`src/rtl/cre_pkg.sv`:
```
package cre_pkg;

    // Switching phase seen by the slope and correction logic
    typedef enum logic [1:0] {
        PH_OFF    = 2'd0,
        PH_VALLEY = 2'd1,
        PH_ON     = 2'd2
    } phase_e;

endpackage

```
`src/rtl/cre_vin_hold.sv`:
```
module cre_vin_hold #(
    parameter int VW = 12
) (
    input  logic          clk,
    input  logic          rst,
    input  logic          vin_valid,
    input  logic [VW-1:0] vin_code,
    output logic [VW-1:0] vin_held
);

    typedef struct packed {
        logic [VW-1:0] vin;
    } hold_t;

    hold_t st_d, st_q;

    always_comb begin
        st_d = st_q;
        if (vin_valid) begin
            st_d.vin = vin_code;
        end
    end

    always_ff @(posedge clk) begin
        if (rst) begin
            st_q <= '0;
        end else begin
            st_q <= st_d;
        end
    end

    assign vin_held = st_q.vin;

    AST_VIN_HOLD: assert property (@(posedge clk) disable iff (rst)
        (!vin_valid) |=> $stable(vin_held));

endmodule

```
`src/rtl/cre_slope_gen.sv`:
```
module cre_slope_gen
    import cre_pkg::*;
#(
    parameter int VW       = 12,
    parameter int KW       = 16,
    parameter int SLOPE_SH = 8,
    parameter int SUM_W    = 31
) (
    input  logic                    [VW-1:0]    vin_held,
    input  logic                    [VW-1:0]    vout_code,
    input  logic signed             [KW-1:0]    k_gain,
    input  phase_e                              phase,
    output logic signed             [SUM_W-1:0] slope
);

    localparam int DW     = VW + 1;
    localparam int PROD_W = KW + DW;

    logic signed [DW-1:0]     dv;
    logic signed [PROD_W-1:0] k_ext;
    logic signed [PROD_W-1:0] dv_ext;
    logic signed [PROD_W-1:0] prod;
    logic signed [PROD_W-1:0] prod_sh;

    always_comb begin
        // voltage across the inductor, in input code units
        if (phase == PH_OFF) begin
            dv = -$signed({1'b0, vout_code});
        end else begin
            dv = $signed({1'b0, vin_held}) - $signed({1'b0, vout_code});
        end
        k_ext   = {{(PROD_W-KW){k_gain[KW-1]}}, k_gain};
        dv_ext  = {{(PROD_W-DW){dv[DW-1]}}, dv};
        prod    = k_ext * dv_ext;
        prod_sh = prod >>> SLOPE_SH;
    end

    generate
        if (SUM_W > PROD_W) begin : g_ext
            assign slope = {{(SUM_W-PROD_W){prod_sh[PROD_W-1]}}, prod_sh};
        end else begin : g_same
            assign slope = prod_sh[SUM_W-1:0];
        end
    endgenerate

endmodule

```
`src/rtl/cre_accum.sv`:
```
module cre_accum
    import cre_pkg::*;
#(
    parameter int ACC_W = 24,
    parameter int OUT_W = 16,
    parameter int SUM_W = 31,
    parameter int SHW   = 5
) (
    input  logic                    clk,
    input  logic                    rst,
    input  logic                    sw_on,
    input  logic signed [SUM_W-1:0] slope,
    input  logic signed [OUT_W-1:0] valley_ref,
    input  logic        [SHW-1:0]   drift_shift,
    output phase_e                  phase,
    output logic signed [ACC_W-1:0] acc,
    output logic signed [OUT_W-1:0] ramp_est
);

    localparam int FRAC  = ACC_W - OUT_W;
    localparam int ERR_W = ACC_W + 1;
    localparam logic signed [ACC_W-1:0] ACC_MAX = {1'b0, {(ACC_W-1){1'b1}}};
    localparam logic signed [ACC_W-1:0] ACC_MIN = {1'b1, {(ACC_W-1){1'b0}}};
    localparam logic signed [SUM_W-1:0] SUM_MAX = {{(SUM_W-ACC_W){1'b0}}, ACC_MAX};
    localparam logic signed [SUM_W-1:0] SUM_MIN = {{(SUM_W-ACC_W){1'b1}}, ACC_MIN};

    typedef struct packed {
        logic signed [ACC_W-1:0] acc;
        logic                    sw;
    } acc_st_t;

    acc_st_t st_d, st_q;

    logic signed [ACC_W-1:0] ref_full;
    logic signed [ERR_W-1:0] err;
    logic signed [ERR_W-1:0] corr;
    logic signed [SUM_W-1:0] sum;

    // valley is the first on-clock after an off period
    always_comb begin
        if (sw_on && !st_q.sw) begin
            phase = PH_VALLEY;
        end else if (sw_on) begin
            phase = PH_ON;
        end else begin
            phase = PH_OFF;
        end
    end

    always_comb begin
        ref_full = {valley_ref, {FRAC{1'b0}}};
        err  = {ref_full[ACC_W-1], ref_full} - {st_q.acc[ACC_W-1], st_q.acc};
        corr = (phase == PH_VALLEY) ? (err >>> drift_shift) : '0;
        sum  = {{(SUM_W-ACC_W){st_q.acc[ACC_W-1]}}, st_q.acc}
             + slope
             + {{(SUM_W-ERR_W){corr[ERR_W-1]}}, corr};

        st_d    = st_q;
        st_d.sw = sw_on;
        if (sum > SUM_MAX) begin
            st_d.acc = ACC_MAX;
        end else if (sum < SUM_MIN) begin
            st_d.acc = ACC_MIN;
        end else begin
            st_d.acc = sum[ACC_W-1:0];
        end
    end

    always_ff @(posedge clk) begin
        if (rst) begin
            st_q.acc <= {valley_ref, {FRAC{1'b0}}};
            st_q.sw  <= 1'b0;
        end else begin
            st_q <= st_d;
        end
    end

    assign acc      = st_q.acc;
    assign ramp_est = st_q.acc[ACC_W-1 -: OUT_W];

    AST_RESET_LOAD: assert property (@(posedge clk)
        rst |=> (ramp_est == $past(valley_ref)));

    AST_SAT_HIGH: assert property (@(posedge clk) disable iff (rst)
        (acc == ACC_MAX && phase == PH_ON && !slope[SUM_W-1]) |=> (acc == ACC_MAX));

    AST_SAT_LOW: assert property (@(posedge clk) disable iff (rst)
        (acc == ACC_MIN && phase == PH_OFF && slope[SUM_W-1]) |=> (acc == ACC_MIN));

endmodule

```
`src/rtl/cre_valley_cmp.sv`:
```
module cre_valley_cmp #(
    parameter int VW    = 12,
    parameter int OUT_W = 16,
    parameter int MW    = 18
) (
    input  logic                    clk,
    input  logic                    rst,
    input  logic        [VW-1:0]    vout_code,
    input  logic signed [OUT_W-1:0] ramp_est,
    input  logic signed [MW-1:0]    trig_ref,
    output logic                    valley_trig
);

    typedef struct packed {
        logic below;
        logic trig;
    } cmp_st_t;

    cmp_st_t st_d, st_q;

    logic signed [MW-1:0] mod_sig;
    logic                 below_now;

    always_comb begin
        mod_sig   = $signed({{(MW-VW){1'b0}}, vout_code})
                  + {{(MW-OUT_W){ramp_est[OUT_W-1]}}, ramp_est};
        below_now = (mod_sig < trig_ref);
        st_d.below = below_now;
        st_d.trig  = below_now && !st_q.below;
    end

    always_ff @(posedge clk) begin
        if (rst) begin
            st_q.below <= 1'b1;   // disarmed until the signal sits above the threshold
            st_q.trig  <= 1'b0;
        end else begin
            st_q <= st_d;
        end
    end

    assign valley_trig = st_q.trig;

    AST_TRIG_SINGLE: assert property (@(posedge clk) disable iff (rst)
        valley_trig |=> !valley_trig);

endmodule

```
`src/rtl/cur_ramp_est.sv`:
```
module cur_ramp_est
    import cre_pkg::*;
#(
    parameter int VW       = 12,
    parameter int KW       = 16,
    parameter int ACC_W    = 24,
    parameter int OUT_W    = 16,
    parameter int SLOPE_SH = 8,
    parameter int SHW      = 5
) (
    input  logic                    clk,
    input  logic                    rst,
    input  logic                    sw_on,
    input  logic                    vin_valid,
    input  logic        [VW-1:0]    vin_code,
    input  logic        [VW-1:0]    vout_code,
    input  logic signed [KW-1:0]    k_gain,
    input  logic        [SHW-1:0]   drift_shift,
    input  logic signed [OUT_W-1:0] valley_ref,
    input  logic signed [OUT_W+1:0] trig_ref,
    output logic signed [OUT_W-1:0] ramp_est,
    output logic                    valley_trig
);

    localparam int PROD_W = KW + VW + 1;
    localparam int SUM_W  = ((PROD_W > ACC_W) ? PROD_W : ACC_W) + 2;
    localparam int MW     = OUT_W + 2;

    logic        [VW-1:0]    vin_held;
    logic signed [SUM_W-1:0] slope;
    logic signed [ACC_W-1:0] acc;
    phase_e                  phase;

    cre_vin_hold #(.VW(VW)) u_hold (
        .clk       (clk),
        .rst       (rst),
        .vin_valid (vin_valid),
        .vin_code  (vin_code),
        .vin_held  (vin_held)
    );

    cre_slope_gen #(
        .VW(VW), .KW(KW), .SLOPE_SH(SLOPE_SH), .SUM_W(SUM_W)
    ) u_slope (
        .vin_held  (vin_held),
        .vout_code (vout_code),
        .k_gain    (k_gain),
        .phase     (phase),
        .slope     (slope)
    );

    cre_accum #(
        .ACC_W(ACC_W), .OUT_W(OUT_W), .SUM_W(SUM_W), .SHW(SHW)
    ) u_acc (
        .clk         (clk),
        .rst         (rst),
        .sw_on       (sw_on),
        .slope       (slope),
        .valley_ref  (valley_ref),
        .drift_shift (drift_shift),
        .phase       (phase),
        .acc         (acc),
        .ramp_est    (ramp_est)
    );

    cre_valley_cmp #(.VW(VW), .OUT_W(OUT_W), .MW(MW)) u_cmp (
        .clk         (clk),
        .rst         (rst),
        .vout_code   (vout_code),
        .ramp_est    (ramp_est),
        .trig_ref    (trig_ref),
        .valley_trig (valley_trig)
    );

    AST_OFF_NO_RISE: assert property (@(posedge clk) disable iff (rst)
        (!sw_on && !k_gain[KW-1]) |=> ($signed(ramp_est) <= $past($signed(ramp_est))));

    AST_ON_NO_FALL: assert property (@(posedge clk) disable iff (rst)
        (sw_on && $past(sw_on) && !k_gain[KW-1] && (vin_held >= vout_code))
        |=> ($signed(acc) >= $past($signed(acc))));

endmodule

```
`config.mk`:
```
export PLATFORM = sky130hd
export DESIGN_NAME = cur_ramp_est
export DESIGN_NICKNAME = d
export VERILOG_FILES = /design/src/rtl/cre_pkg.sv /design/src/rtl/cre_vin_hold.sv /design/src/rtl/cre_slope_gen.sv /design/src/rtl/cre_accum.sv /design/src/rtl/cre_valley_cmp.sv /design/src/rtl/cur_ramp_est.sv
export SDC_FILE = /design/constraint.sdc
export NUM_CORES = 1
export LEC_CHECK = 0
export BUFFER_PORTS_ARGS = -buffer_cell sky130_fd_sc_hd__buf_2
export CAP_MARGIN = 10
export CORE_UTILIZATION = 60
export CTS_BUF_LIST = sky130_fd_sc_hd__clkbuf_4 sky130_fd_sc_hd__clkbuf_8 sky130_fd_sc_hd__clkbuf_16
export CTS_CLUSTER_DIAMETER = 200
export DETAILED_ROUTE_END_ITERATION = 10
export PLACE_DENSITY = 0.79
export SLEW_MARGIN = 10
export SYNTH_ARGS = -nofsm -noshare
export SYNTH_HDL_FRONTEND = slang
export SYNTH_SLANG_ARGS = --single-unit
```
`constraint.sdc`:
```
create_clock -name clk -period 22.7 [get_ports clk]
set_input_delay 2.27 -clock clk [delete_from_list [all_inputs] [get_ports clk]]
set_output_delay 2.27 -clock clk [all_outputs]
set_load 0.1 [all_outputs]
```
---- Word-level counts from Yosys, hierarchy flattened ----
Index checks and enable logic that the tools add are counted.
word-level totals
  word-level logic and storage cells ...... 30
  flip-flop bits (word level) ............. 39
operators by class
  muxes and demuxes ....................... 7
  $add $sub $neg .......................... 6
  magnitude comparators ................... 3
  reductions and logical operators ........ 5
  $mul .................................... 1
  equal/unequal tests ..................... 1
  shift-type cells ........................ 1
operators by type and width
  operator              number
  $mux 25               2
  $mux 24               2
  $add 31x31->31        1
  $gt 31x24->1 const B  1
  $lt 31x24->1 const B  1
  $mul 16x13->29        1
  $add 24x21->25        1
  $sshr 25x5->25        1
  $sub 24x24->25        1
  $lt 18x18->1          1
  $add 13x16->17        1
  $mux 13               1
  $neg 12->13           1
  $sub 12x12->13        1
  $mux 2                2
  $eq 2x1->1 const B    1
  $logic_and 1x1->1     2
  $logic_not 1->1       2
  $logic_not 2->1       1

---- Longest topological paths before layout ----
Gate-level depths: netlist (run 1).
  depth in word-level cells ............... 12
  mapped depth ............................ 57
  gate-level depth less buffers ........... 55

---- Modules after synthesis ----
From an unflattened synthesis (run 1), not the netlist that was laid out.
second synthesis, totals
  cell total of the unflattened synthesis .. 1966
  area, all modules ....................... 16198.0 sq um
by module, submodules not included
  module          times used  area each (sq um)  cells an instance
  cre_slope_gen   1           8045.2             908
  cre_accum       1           6537.5             853
  cre_valley_cmp  1           1194.9             167
  cre_vin_hold    1           420.4              38

---- Worst setup path before layout (run 1) ----
No wires, ideal clock.
  path type ............................... input-to-reg
  start ................................... input port sw_on
  end ..................................... register u_acc.acc[10] (netlist name)
  buffers on the path ..................... 3
  slack ................................... 9.410 ns
  required time ........................... 22.626 ns
  setup time .............................. 0.074 ns
  stages on the path ...................... 54
  data arrival time ....................... 13.216 ns
  cell sequence ........................... clkbuf_1 nand2_1 ha_1 fa_1 nor2b_1 o21ai_0 a21boi_0 o21ai_0 a21boi_0 o21ai_0 a21oi_1 a211oi_1 xnor2_1 clkbuf_1 nand2_1 fa_1 fa_1 inv_1 [18 not listed] a21o_1 a21oi_1 a31oi_1 o21ai_0 o21bai_1 a21oi_1 xnor2_1 ha_1 nand3_1 nor3_1 nand2_1 o31ai_1 xor2_1 nand3b_1 o211ai_2 nand2b_1 buf_2 o21ai_0
on the way
  cells in the longest elaborated chain, start to end .. 11
RTL lines
  what                                                line                              RTL
  start: declaration                                  cur_ramp_est.sv:13                input logic sw_on,
  $mux 2 / $logic_and 1x1->1 (equally long branches)  cre_accum.sv:43, cre_accum.sv:41
  $mux 2 (*)                                          cre_accum.sv:41                   if (sw_on && !st_q.sw) begin
  $logic_not 2->1                                     cre_slope_gen.sv:27               if (phase == PH_OFF) begin
  $mux 13                                             cre_slope_gen.sv:27
  $mul 16x13->29                                      cre_slope_gen.sv:34               prod = k_ext * dv_ext;
  $add 24x21->25                                      cre_accum.sv:55                   + slope
  $add 31x31->31 (*)                                  cre_accum.sv:56                   + {{(SUM_W-ERR_W){corr[ERR_W-1]}}, corr};
  $lt 31x24->1                                        cre_accum.sv:62                   end else if (sum < SUM_MIN) begin
  $mux 24                                             cre_accum.sv:62
  $mux 24 (*)                                         cre_accum.sv:60                   if (sum > SUM_MAX) begin
  $mux 25 (*)                                         cre_accum.sv:70                   if (rst) begin
Mark *: on every way between the ends. The rest lies on a longest branch, timed or not.
A chain may end at the register's enable or synchronous reset.

---- Worst setup path after layout (run 1) ----
  start ................................... input port sw_on
  end ..................................... register u_acc.acc[22] (netlist name)
on the way
  cells in the longest elaborated chain, start to end .. 11
RTL lines
  what                                                line
  $mux 2 / $logic_and 1x1->1 (equally long branches)  cre_accum.sv:43, cre_accum.sv:41
  $mux 2 (*)                                          cre_accum.sv:41
  $logic_not 2->1                                     cre_slope_gen.sv:27
  $mux 13                                             cre_slope_gen.sv:27
  $mul 16x13->29                                      cre_slope_gen.sv:34
  $add 24x21->25                                      cre_accum.sv:55
  $add 31x31->31 (*)                                  cre_accum.sv:56
  $lt 31x24->1                                        cre_accum.sv:62
  $mux 24                                             cre_accum.sv:62
  $mux 24 (*)                                         cre_accum.sv:60
  $mux 25 (*)                                         cre_accum.sv:70
Marks and branches as above.

==> results of run 1 <==
-- per-stage QoR --
step / area [sq um] / hold WS, ps / utilization (%) / cells
3_3_place_gp: 15500 / 380 / 63.7 / 2184
3_5_place_dp: 15500 / 392 / 63.7 / 2184
6_report: 15700 / 395 / 64.4 / 2192
5_1_grt: 15700 / 414 / 64.4 / 2192
2_1_floorplan: 14900 / 372 / - / 1832
4_1_cts: 15700 / 399 / 64.4 / 2192
-- synthesized netlist by cell type, types with 4 or more instances --
| master | number | area share, % |
|---|---|---|
| a211oi_1 | 14 | 0.71 |
| a21boi_0 | 5 | 0.25 |
| a21o_1 | 40 | 2.0 |
| a21oi_1 | 92 | 3.1 |
| a221o_1 | 5 | 0.34 |
| a31oi_1 | 16 | 0.67 |
| and2_1 | 69 | 2.9 |
| and3_1 | 10 | 0.42 |
| buf_2 | 9 | 0.30 |
| buf_4 | 16 | 0.81 |
| clkbuf_1 | 54 | 1.4 |
| dfxtp_1 | 39 | 5.2 |
| fa_1 | 199 | 27 |
| ha_1 | 174 | 15 |
| inv_1 | 259 | 6.5 |
| mux2_2 | 10 | 0.76 |
| mux2i_1 | 34 | 2.3 |
| mux4_2 | 5 | 0.76 |
| nand2_1 | 197 | 5.0 |
| nand2b_1 | 39 | 1.6 |
| nand3_1 | 22 | 0.74 |
| nand4_1 | 8 | 0.34 |
| nor2_1 | 124 | 3.1 |
| nor2b_1 | 36 | 1.5 |
| nor3_1 | 22 | 0.74 |
| nor4_1 | 4 | 0.17 |
| o211ai_1 | 10 | 0.50 |
| o21a_1 | 10 | 0.50 |
| o21ai_0 | 75 | 2.5 |
| o21bai_1 | 10 | 0.50 |
| o22ai_1 | 13 | 0.55 |
| o311ai_0 | 4 | 0.24 |
| o31a_1 | 5 | 0.29 |
| o31ai_1 | 4 | 0.20 |
| or2_2 | 12 | 0.50 |
| or3_1 | 9 | 0.38 |
| or4_1 | 5 | 0.25 |
| xnor2_1 | 75 | 4.4 |
| xor2_1 | 32 | 1.9 |
-- worst max-delay path by stage --
stage	startpoint	endpoint	slack [ps]	cells after the start
4_1_cts	sw_on	u_acc.acc[17]$_DFF_P_	8310	52
5_1_grt	sw_on	u_acc.acc[22]$_DFF_P_	7040	52
3_5_place_dp	sw_on	u_acc.acc[22]$_DFF_P_	8100	52
2_1_floorplan	sw_on	u_acc.acc[10]$_DFF_P_	9410	54
3_3_place_gp	sw_on	u_acc.acc[22]$_DFF_P_	8500	52
6_report	sw_on	u_acc.acc[22]$_DFF_P_	8190	52
-- critical path: cells and delay by family --
family	cells	cell delay, ps
AND/OR/NAND/NOR	11	2270
adder cells (fa/ha/maj)	10	3730
AO/OA/AOI/OAI	22	4860
XOR/XNOR	4	1170
buffers and inverters	5	370
-- cells by family (layout without fill, tap and decap cells) --
group	count (synthesis)	count (layout)
compound gates	350	350
xor+xnor	107	107
fa+ha+maj	373	373
buf+inv	341	377
flops	39	39
mux	49	49
simple gates	573	573
-- routing by layer --
layer | up-vias | wire length [um] | track usage (%)
li1 | 6136 | - | -
met1 | 6368 | 16300 | 41.4
met2 | 505 | 18300 | 52.6
met3 | 108 | 2720 | 4.77
met4 | 0 | 1320 | 9.48
met5 | - | 0 | 0
-- final cells by class --
type / count / area share, %
clock inverters: 3 / 0.280
inverters: 260 / 6.23
clock buffers: 5 / 0.799
repair buffers: 109 / 3.64
flip-flops and latches: 39 / 4.98
well taps: 324 / 2.59
multi-input cells: 1452 / 81.5
-- registers in the layout, summed over array words and instances (netlist names) --
name               cells
u_acc.acc             24
u_acc.st_q             1
u_cmp.st_q             1
u_cmp.valley_trig      1
u_hold.vin_held       12
==> flow_summary.toml, run 1 <==
[sta]
worst_slew_pin_slew_ps = 1010
finalWorstSetupSlack_ps = 8190
fin_worst_skew_ps = 3.64
setup_violations = 0
final_hold_viol_count = 0
rsz0062_at_grt = "no"
tns_ps = 0
slew_headroom_pct = 32.9
max_freq_mhz = 68.9
maxSlewViolCount = 0
fin_crit_sh_pct = 63.9
period_minus_slack_ps = 14510

[yosys]
ys_async_sr_fraction_pct = 0
avgSynthCellArea_sq_um = 8.13
synthCells = 1832
synth_edf_count = 0
synth_seq_cells = 39
ys_warn_count = 0
synthMuxAreaShare_pct = 3.80
syn-num-nets = 2288
synth-simple-area-share_pct = 18.8
synthDistinctLibCells = 79
synth_compound_area_share_pct = 15.4
yosys.area_share.adder_pct = 41.4
ys_seq_area_share_pct = 5.24
synth_top_family_by_area = "adder cells"
synth-xor-area-share_pct = 6.29
syn_area_sq_mm = 0.0149
ys.flop_type = "dfxtp_1"

[worst_hold_path]
worst_hold_path.num_cells = 1
hp-start = "u_cmp.st_q[1]$_SDFF_PP1_"
worstHoldPathType = "flop to flop"
hold_end = "u_cmp.valley_trig$_SDFF_PP0_"

[detailed_routing]
drt-pass1-iter-count = 7
vias_per_cell = 5.98
drtIter0Drc = 933
ant_nets = 0
drc_errors = 0
wl_per_cell_um = 17.6
vias = 13117
wirelength_um = 38600

[cts]
path_clk_slew_ps = 60
clockBufferDepth = 2
htreeDepth = 2
root_buffer = "clkbuf_16"
ctsHoldBuffers = 0
clock_sinks = 39
postCtsSetupBuffers = 0
clk_latency_ps = 290
postCtsResizedCells = 0
numCtsBuffers = 5
cts_tree = "built"

[die]
initial_core_util_pct = 61.2
rows = 57
die_h_um = 160
core_area_sq_mm = 0.0243
die_w_um = 160
die_area_sq_mm = 0.0254
ios = 100

[grt]
grt_max_degree = 43
grt_first_pass_wirelength_um = 64600
grt_pass1_vias = 13063
antenna_found_initial = 0
grt_overflow_total = 0
globalRouteTotalUtil_pct = 31.2

[final_layout]
area_growth_syn_to_layout_pct = 5.21
antenna_cells = 0
fillCellCount = 2088
multi_input_area_sq_mm = 0.0128
mostFrequentLayoutCells = "259 x inv_1, 199 x fa_1, 197 x nand2_1"
drive_above_1_share_pct = 8.67
seqCellArea_sq_um = 781
final_nets = 2323
final_common_cell = "inv_1"

[critical_path]
crit_path_end_kind = "flop"
crit_type = "primary input to flop"
r2r_cells = 51
reg2reg_slack_ps = 10070
crit_slowest_cell = "o22ai_1"
rr_endpoint = "u_acc.acc[22]$_DFF_P_"
crit_required_ps = 22910
worstReg2RegStart = "u_hold.vin_held[1]$_SDFFE_PP0P_"
worstPathMaxFanout = 16
slowest_delay_ps = 790
crit_path_start_kind = "primary input"
crit_arrival_ps = 14720

[place]
io_buffers = 99
gp_congestion = 0.961
dp_hpwl_um = 31900
dp_slack_ps = 8100

[job]
max_cap_violations = 0

[outcome]
status = "completed"
Power of run 1 is left out: the tool's default activity adds up to more than one toggle a clock period on the data nets, which glitch-free logic cannot reach.
==> run 2, diff against run 1 <==
Clock period 22.7 ns to 14.3 ns, I/O delays scaled along.
==> flow_summary.toml, run 2 (synthesis gave the netlist of run 1 again) <==
[outcome]
status = "completed"

[critical_path]
path_common_cell = "fa_1"
worstPathMaxFanout = 17
critical_path.top_delay_family = "compound AO/OA/AOI/OAI gates"
crit_type = "primary input to flop"
crit_slowest_cell = "fa_1"
crit_path_end_kind = "flop"
slowest_delay_ps = 540
crit_arrival_ps = 13430
path_buf_inv = 6
reg2reg_slack_ps = 2140
crit_required_ps = 14500
crit_path_start_kind = "primary input"

[final_layout]
largest-register = "u_acc.acc"
fillCellCount = 2095
drive_above_1_share_pct = 8.88
mostFrequentLayoutCells = "259 x inv_1, 199 x fa_1, 197 x nand2_1"
seqCellArea_sq_um = 781
final_nets = 2324
final_common_cell = "inv_1"
largest_register_ffs = 24
antenna_cells = 0
layoutNonFillerInstCount = 2193
multi_input_area_sq_mm = 0.0128
area_growth_syn_to_layout_pct = 5.42

[grt]
grt_max_degree = 43
antenna_found_initial = 0
grt_pass1_vias = 13089
globalRouteTotalUtil_pct = 31.4
grt_overflow_total = 0
grt_first_pass_wirelength_um = 64400

[sta]
max_freq_mhz = 75.6
finalWorstSetupSlack_ps = 1070
rsz0062_at_grt = "no"
fin_worst_skew_ps = 3.40
period_minus_slack_ps = 13230
slew_headroom_pct = 45.7
worst_slew_pin_slew_ps = 814
setup_violations = 0
maxSlewViolCount = 0
final_hold_viol_count = 0
fin_crit_sh_pct = 92.5
tns_ps = 0

[cts]
postCtsSetupBuffers = 0
cts_tree = "built"
clk_latency_ps = 290
numCtsBuffers = 5
clockBufferDepth = 2
clock_sinks = 39
path_clk_slew_ps = 60
root_buffer = "clkbuf_16"
htreeDepth = 2

[detailed_routing]
wl_per_cell_um = 17.7
vias = 13149
ant_nets = 0
wirelength_um = 38800
drtIter0Drc = 1080
vias_per_cell = 6.00
drc_errors = 0
drt-pass1-iter-count = 6

[die]
die_area_sq_mm = 0.0254
ios = 100
initial_core_util_pct = 61.2
die_w_um = 160
core_area_sq_mm = 0.0243
rows = 57
die_h_um = 160

[worst_hold_path]
worstHoldPathType = "flop to flop"

[place]
io_buffers = 99
gp_congestion = 0.980
dp_hpwl_um = 32000
placed_cells = 2185
dp_slack_ps = 380

[job]
max_cap_violations = 0
-- run 2: changes by cell type in the layout (fill, tap and decap cells not counted) --
cell      delta
xnor2_4      +1
nand2b_2     +1
o21ai_1      +1
o41ai_2      +1
nor2_1       -1
buf_4        +1
nand2b_1     -1
xnor2_2      -1
o41ai_1      -1
nor2_2       +1
o21ai_0      -1
-- run 2: final timing paths --
kind	startpoint	cells past startpoint	endpoint
setup / recovery	sw_on	53	u_acc.acc[4]$_SDFF_PP0_
hold / removal	u_cmp.st_q[1]$_SDFF_PP1_	1	u_cmp.valley_trig$_SDFF_PP0_
setup reg to reg	u_hold.vin_held[0]$_SDFFE_PP0P_	52	u_acc.acc[4]$_SDFF_PP0_
hold reg to reg	u_cmp.st_q[1]$_SDFF_PP1_	1	u_cmp.valley_trig$_SDFF_PP0_
-- run 2: through the flow --
step                util (%)  hold slack [ps]  instance area, sq um
detailed placement      63.7              389                 15500
floorplan                  -              372                 14900
CTS                     64.4              396                 15700
global placement        63.7              385                 15500
finish                  64.5              396                 15700
global route            64.5              404                 15700
-- run 2: final cells by class --
cell class	count	area share, %
Multi-Input combinational cell	1452	81.5
Inverter	260	6.22
Sequential cell	39	4.97
Timing Repair Buffer	110	3.68
Tap cell	324	2.58
Clock buffer	5	0.797
Clock inverter	3	0.279
-- run 2: worst register-to-register path: cells and delay by family (launching register included) --
kind / cells / cell delay [ps]
AO/OA/AOI/OAI: 22 / 4650
buffers and inverters: 5 / 440
flip-flops: 1 / 320
adder cells (fa/ha/maj): 11 / 4550
AND/OR/NAND/NOR: 10 / 1530
XOR/XNOR: 4 / 560
-- run 2: per-layer routing --
layer  GRT usage, %  part of all wire (%)  vias to the layer above
li1               -                     -                     6134
met1           40.5                    40                     6339
met2           51.9                    48                      557
met3           6.10                   8.5                      119
met4           11.9                   3.8                        0
met5              0                     0                        -
-- run 2: timing repair --
item / 4_1_cts / 5_1_grt
hold buffers: 0 / 0
setup endpoints to repair: 0 / 23
resized for setup: 0 / 5
Power of run 2 is left out for the same reason.
